`src/rtl/trig_cc_pkg.sv`:
```
package trig_cc_pkg;

    localparam int N_EXT       = 16;
    localparam int N_UNITS     = 2;
    localparam int SYNC_STAGES = 2;
    localparam int STAT_W      = 32;
    localparam int CFG_W       = 2 * N_EXT;

    // Status word bit positions (shared by live, catch and pre-busy words)
    localparam int ST_RAW = 21;
    localparam int ST_CMD = 22;
    localparam int ST_ANY = 23;
    localparam int ST_OSC = 24;
    localparam int ST_U0  = 25;

    typedef struct packed {
        logic [N_EXT-1:0] inv;
        logic [N_EXT-1:0] en;
    } unit_cfg_t;

    typedef struct packed {
        logic [N_EXT-1:0]   lvl;
        logic               raw;
        logic               cmd;
        logic               osc;
        logic [N_UNITS-1:0] unit;
    } trig_view_t;

    function automatic logic [STAT_W-1:0] pack_status(input trig_view_t v);
        logic [STAT_W-1:0] s;
        s = '0;
        s[N_EXT-1:0] = v.lvl;
        s[ST_RAW]    = v.raw;
        s[ST_CMD]    = v.cmd;
        s[ST_ANY]    = |v.lvl;
        s[ST_OSC]    = v.osc;
        for (int u = 0; u < N_UNITS; u++) begin
            s[ST_U0 + u] = v.unit[u];
        end
        return s;
    endfunction

endpackage

```
`src/rtl/trig_in_sync.sv`:
```
module trig_in_sync #(
    parameter int W      = 16,
    parameter int STAGES = 2
) (
    input  logic         clk,
    input  logic         rst,
    input  logic [W-1:0] d_i,
    output logic [W-1:0] q_o
);
    logic [W-1:0] stg [STAGES];

    always_ff @(posedge clk) begin
        if (rst) begin
            for (int k = 0; k < STAGES; k++) stg[k] <= '0;
        end else begin
            stg[0] <= d_i;
            for (int k = 1; k < STAGES; k++) stg[k] <= stg[k-1];
        end
    end

    assign q_o = stg[STAGES-1];
endmodule

```
`src/rtl/coinc_and.sv`:
```
module coinc_and #(
    parameter int W = 16
) (
    input  logic [W-1:0] in_i,
    input  logic [W-1:0] en_i,
    input  logic [W-1:0] inv_i,
    input  logic         out_inv_i,
    output logic         out_o
);
    logic [W-1:0] term;
    logic         core;

    always_comb begin
        term = ~en_i | (in_i ^ inv_i);
        core = (|en_i) & (&term);
        out_o = core ^ out_inv_i;
    end
endmodule

```
`src/rtl/sticky_catch.sv`:
```
module sticky_catch #(
    parameter int W = 32
) (
    input  logic         clk,
    input  logic         rst,
    input  logic         clr_i,
    input  logic         capture_i,
    input  logic [W-1:0] sample_i,
    output logic [W-1:0] q_o
);
    logic [W-1:0] kept;
    logic [W-1:0] taken;

    always_comb begin
        kept  = clr_i ? '0 : q_o;
        taken = capture_i ? sample_i : '0;
    end

    always_ff @(posedge clk) begin
        if (rst) q_o <= '0;
        else     q_o <= kept | taken;
    end
endmodule

```
`src/rtl/trig_coinc_catch.sv`:
```
module trig_coinc_catch
    import trig_cc_pkg::*;
(
    input  logic              clk,
    input  logic              rst,
    input  logic [N_EXT-1:0]  ext_trig_i,
    input  logic              osc_trig_i,
    input  logic              cmd_trig_i,
    input  logic              busy_i,
    input  logic [N_EXT-1:0]  ext_en_i,
    input  logic [N_EXT-1:0]  in_inv_i,
    input  logic              osc_en_i,
    input  logic [N_UNITS-1:0] unit_en_i,
    input  logic [N_UNITS-1:0] unit_out_inv_i,
    input  logic [CFG_W-1:0]  and0_cfg_i,
    input  logic [CFG_W-1:0]  and1_cfg_i,
    input  logic              coinc_mode_i,
    input  logic              catch_clr_i,
    input  logic              pbcatch_clr_i,
    output logic              raw_trig_o,
    output logic [STAT_W-1:0] status_o,
    output logic [STAT_W-1:0] catch_o,
    output logic [STAT_W-1:0] pbcatch_o
);
    logic [N_EXT-1:0]   ext_s;
    unit_cfg_t          ucfg [N_UNITS];
    logic [N_UNITS-1:0] unit_out;
    logic               or_path;
    logic               and_path;
    trig_view_t         view;

    trig_in_sync #(.W(N_EXT), .STAGES(SYNC_STAGES)) u_sync (
        .clk (clk),
        .rst (rst),
        .d_i (ext_trig_i),
        .q_o (ext_s)
    );

    assign ucfg[0] = unit_cfg_t'(and0_cfg_i);
    assign ucfg[1] = unit_cfg_t'(and1_cfg_i);

    for (genvar u = 0; u < N_UNITS; u++) begin : g_unit
        coinc_and #(.W(N_EXT)) u_and (
            .in_i      (ext_s),
            .en_i      (ucfg[u].en),
            .inv_i     (ucfg[u].inv),
            .out_inv_i (unit_out_inv_i[u]),
            .out_o     (unit_out[u])
        );
    end

    always_comb begin
        or_path    = |((ext_s ^ in_inv_i) & ext_en_i);
        and_path   = |(unit_out & unit_en_i);
        raw_trig_o = (coinc_mode_i ? and_path : or_path)
                   | (osc_trig_i & osc_en_i) | cmd_trig_i;
        view.lvl   = ext_s;
        view.raw   = raw_trig_o;
        view.cmd   = cmd_trig_i;
        view.osc   = osc_trig_i;
        view.unit  = unit_out;
        status_o   = pack_status(view);
    end

    sticky_catch #(.W(STAT_W)) u_catch (
        .clk       (clk),
        .rst       (rst),
        .clr_i     (catch_clr_i),
        .capture_i (1'b1),
        .sample_i  (status_o),
        .q_o       (catch_o)
    );

    sticky_catch #(.W(STAT_W)) u_pbcatch (
        .clk       (clk),
        .rst       (rst),
        .clr_i     (pbcatch_clr_i),
        .capture_i (~busy_i),
        .sample_i  (status_o),
        .q_o       (pbcatch_o)
    );
endmodule

```
`config.mk`:
```
export PLATFORM = sky130hd
export DESIGN_NAME = trig_coinc_catch
export DESIGN_NICKNAME = d
export VERILOG_FILES = /design/src/rtl/trig_cc_pkg.sv /design/src/rtl/trig_in_sync.sv /design/src/rtl/coinc_and.sv /design/src/rtl/sticky_catch.sv /design/src/rtl/trig_coinc_catch.sv
export SDC_FILE = /design/constraint.sdc
export NUM_CORES = 1
export LEC_CHECK = 0
export BUFFER_PORTS_ARGS = -buffer_cell sky130_fd_sc_hd__buf_4
export CAP_MARGIN = 20
export CORE_AREA = 2 2 101 103
export CTS_CLUSTER_SIZE = 8
export DETAILED_ROUTE_END_ITERATION = 7
export DIE_AREA = 0 0 103 105
export GPL_TIMING_DRIVEN = 0
export HOLD_SLACK_MARGIN = 0.08
export PLACE_DENSITY = 0.77
export REMOVE_ABC_BUFFERS = 1
export SLEW_MARGIN = 20
export SYNTH_ARGS = -nofsm -noshare
export SYNTH_HDL_FRONTEND = slang
export SYNTH_HIERARCHICAL = 1
export SYNTH_SLANG_ARGS = --single-unit
export TNS_END_PERCENT = 100
```
`constraint.sdc`:
```
create_clock -name clk -period 4.3 [get_ports clk]
set_clock_uncertainty 0.05 [all_clocks]
set_input_delay 0 -clock clk [delete_from_list [all_inputs] [get_ports clk]]
set_output_delay 0 -clock clk [all_outputs]
set_load 0.01 [all_outputs]
```
After elaboration in Yosys (flattened, before gate mapping)
Memories as Yosys holds them, arrays and structs flattened.
Cells that the tools add are included.
- memory bits (writable): 32
- register bits: 64
- memories: 1
- memories (memory ; words ; bits a word ; rd ports ; clocked after Yosys merged registers in ; write ports ; RTL line ; RTL):
    u_sync.stg ; 2 ; 16 ; 2 ; 0 ; 2 ; trig_in_sync.sv:10 ; logic [W-1:0] stg [STAGES];
- mux-type cells: 9
- bitwise gates (word level): 20
- reduce and logical (&&, ||, !) cells: 7
- operators by type and width (operator ; number):
    two-way mux 32 bit ; 2
    OR reduction 16 bit ; 4
    bitwise XOR 16 bit ; 3
    two-way mux 16 bit ; 2
    inverter 16 bit ; 2
    OR 16 bit ; 2
    OR 32 x 27 -> 32 bit ; 1
    OR 32 bit ; 1
    AND reduction 16 bit ; 2
    two-way mux 27 bit ; 1
    AND 16 bit ; 1
    two-way mux 1 bit ; 4
    OR 1 bit ; 4
    AND 1 bit ; 3
    AND 2 bit ; 1
    OR reduction 2 bit ; 1
    bitwise XOR 1 bit ; 2

Longest topological paths before layout
An unclocked memory read counts as a cell.
- depth in word-level cells: 13
- mapped depth: 11

Cells and area by module
Netlist, hierarchy kept.
- by module, submodules not included (module ; area each (µm²) ; seq. area each (µm²) ; times used ; cells an instance):
    sticky_catch ; 1199.9 ; 640.6 ; 2 ; 137
    trig_in_sync ; 983.4 ; 640.6 ; 1 ; 83
    coinc_and ; 279.0 ; 0.0 ; 2 ; 32
    trig_coinc_catch ; 379.1 ; 0.0 ; 1 ; 51

Least setup slack after synthesis
Ideal clock, no wire load.
- kind: register to register
- start point: memory u_sync.stg[1][6] (netlist: u_sync/stg[0][22])
- end point: register u_catch.q_o[21]
- clock period less this slack: 2.259 ns
- data arrival time: 2.089 ns
- required time: 4.130 ns
- setup slack: 2.041 ns
- cell stages (with the launch flop): 12
- cell sequence: dfxtp_1 -> buf_4 -> xnor2_1 -> a22o_1 -> a221oi_2 -> nand4_1 -> xnor2_1 -> a22o_1 -> a221oi_1 -> o21ai_1 -> nand2_1 -> a21oi_1
- RTL lines (item ; RTL line ; RTL):
    start: declaration ; trig_in_sync.sv:10 ;
    end signal: assignment ; sticky_catch.sv:21 ; else q_o <= kept | taken;
    end: declaration ; sticky_catch.sv:9 ; output logic [W-1:0] q_o

==> metrics.cfg <==
[worst_setup_path]
cp_slowest_cell = dfxtp_1
worst_ep_required_time_ps = 4490
worst-path-buf-inv = 1
cpLargestDelayFamily = compound AO/OA/AOI/OAI gates
cp_cell_sequence = xnor2_1 -> a22o_1 -> a221oi_2 -> nand4_1 -> xnor2_1 -> a22o_1 -> a221oi_1 -> o21ai_1 -> nand2_1 -> a21oi_1 -> dlygate4sd3_1
timing.reg2reg.setup_slack_ps = 1090
end_kind = register
crit_type = register to register
critPathMaxFanout = 7
critPathMaxStageDelay_ps = 650
cp_data_arrival_time_ps = 3410
start_kind = register

[yosys]
yosysUniqueCellTypes = 23
synth_top_family_by_area = simple AND/OR/NAND/NOR gates
synthXorXnorAreaFrac_pct = 10.1
synth_area_sq_um = 4320
syn_inst = 472
synth_compound_area_share_pct = 14.0
ys_seq_area_share_pct = 44.5
ys_seq_elements = 96
avgSynthCellArea_sq_um = 9.15
yosys_warnings = 6
synth-simple-area-share_pct = 22.6
synthAdderAreaFrac_pct = 0
synthMuxAreaShare_pct = 0

[cts]
post_cts_resized = 0
clock_sinks = 96
clock_path_buffers = 2
cts_setup_buffers = 0
postCtsHoldBufs = 26
clkSlewWorstSetupHoldPaths_ps = 100
clk_latency_ps = 360
cts_tree = yes
cts_root_buffer = clkbuf_8
cts_made_buffers = 9
htree_levels = 3

[global_routing]
grt_pass1_vias = 4052
grt_max_degree = 97
gr-total-overflow = 0
grt_first_pass_wirelength_um = 20400
grt_usage_pct = 24.6
antenna_found_initial = 0

[routing]
vias = 4025
antenna_left = 0
dr.pass1.iters = 4
finalWirelength_um = 13700
vias_per_cell = 4.78
drcViolationCount = 0
routedWlPerCell_um = 16.3
drtIter0Drc = 126

[timing]
clock.fmax_mhz = 311
setup_viol = 0
tns_ps = 0
holdWs_ps = 114
max_slew_margin_pct = 32.2
tightest_slew_ps = 1020
period_needed_ps = 3210
rsz0062_at_grt = no
finalMaxSlewViolations = 0
fin_crit_sh_pct = 74.8
hold_viol_final = 0

[layout]
final_cells = 842
final_nets = 829
area_growth_pct = 46.5
final_core_util_pct = 65.7
drive_above_1_share_pct = 34.0
antennaDiodeCount = 0
fin_area_sq_um = 6330

[floorplanning]
row_count = 36
dieWidth_um = 103
fp.dieH_um = 105
start_util_pct = 44.8
ios = 222
die_area_sq_um = 10800
core_sq_um = 9640

[outcome]
outcome = finished, final reports clean

[power_and_ir_drop]
ir_drop_v = 0.000201
power.density_nw_per_um2 = 315
leakage_uw = 0.00277

[place]
port-buffer-count = 211
dpl.cell_count = 799
dp_hpwl_um = 9820
place_area_sq_um = 5830
gp_congestion = 0.804

[job]
max_cap_violations = 0

[min_path]
hold_class = primary input to register

## cell usage after synthesis (all sizes together)
master | instances | area [sq um]
a21oi | 64 | 350
a221oi | 7 | 98.9
a22o | 7 | 61.3
a22oi | 12 | 90.1
and3 | 2 | 12.5
buf | 46 | 348
clkbuf | 4 | 20.0
conb | 2 | 7.51
dfxtp | 96 | 1920
inv | 1 | 3.75
nand2 | 64 | 240
nand2b | 64 | 400
nand4 | 7 | 43.8
nor2 | 1 | 3.75
nor2b | 32 | 200
nor4 | 12 | 75.1
o21ai | 1 | 5.00
xnor2 | 34 | 298
xor2 | 16 | 140
## cell type report
type	instances	area (sq um)
clock buffers	11	141
inverters	1	3.75
multi-input cells	358	2150
flip-flops and latches	96	1920
repair buffers	238	1860
fillers	850	3310
clock inverters	5	86.3
well taps	133	166
## where the power goes
| part | total [uW] | switching [uW] | internal (uW) |
|---|---|---|---|
| Sequential | 964 | 36.7 | 927 |
| Combinational | 358 | 154 | 204 |
| Clock | 670 | 321 | 350 |
## registers in the layout, summed over array words and instances (netlist names)
name,count
u_catch/q_o,32
u_pbcatch/q_o,32
u_sync/stg,32
## layout by cell type, fill, tap and decap left out, types with 6 or more instances in the layout
| master | count |
|---|---|
| nand2b_1 | 64 |
| buf_4 | 211 |
| xor2_1 | 16 |
| a21oi_1 | 56 |
| dlygate4sd3_1 | 26 |
| a21oi_2 | 8 |
| xnor2_1 | 34 |
| dfxtp_1 | 96 |
| a22oi_1 | 12 |
| nor4_1 | 12 |
| nor2b_1 | 32 |
| a221oi_2 | 6 |
| a22o_1 | 7 |
| clkbuf_8 | 10 |
| nand2_1 | 64 |
| conb_1 | 35 |
| nand4_1 | 7 |
## routing by layer
layer,track usage (%),vias to the layer above,routed length (um)
met3,5.95,25,1130
met5,0,-,0
li1,-,1969,-
met4,8.46,0,260
met2,43.9,183,7020
met1,28.0,1848,5320
## through the flow
| stage | power (uW) | setup slack [ps] |
|---|---|---|
| floorplan | 1110 | 1950 |
| global placement | 1310 | 1650 |
| detailed placement | 1320 | 1640 |
| CTS | 1990 | 1110 |
| global route | 2070 | 871 |
| finish | 1990 | 1090 |
## worst min-delay path: stages
cell	delay, ps
buf_4	270
nand2b_1	150
a21oi_1	60
## cell families after synthesis
logic type | after synthesis
AND/OR/NAND/NOR | 182
flip-flops | 96
AO/OA/AOI/OAI | 91
buffers and inverters | 51
XOR/XNOR | 50
other | 2
## final timing paths
path                          start           endpoint  cells past startpoint
setup / recovery  u_sync/stg[0][31]    u_catch/q_o[21]                     11
hold / removal        pbcatch_clr_i  u_pbcatch/q_o[16]                      3
setup reg to reg  u_sync/stg[0][31]    u_catch/q_o[21]                     11
hold reg to reg   u_sync/stg[0][12]  u_sync/stg[0][28]                      1
No activity file was read; power rests on OpenSTA's default activity.
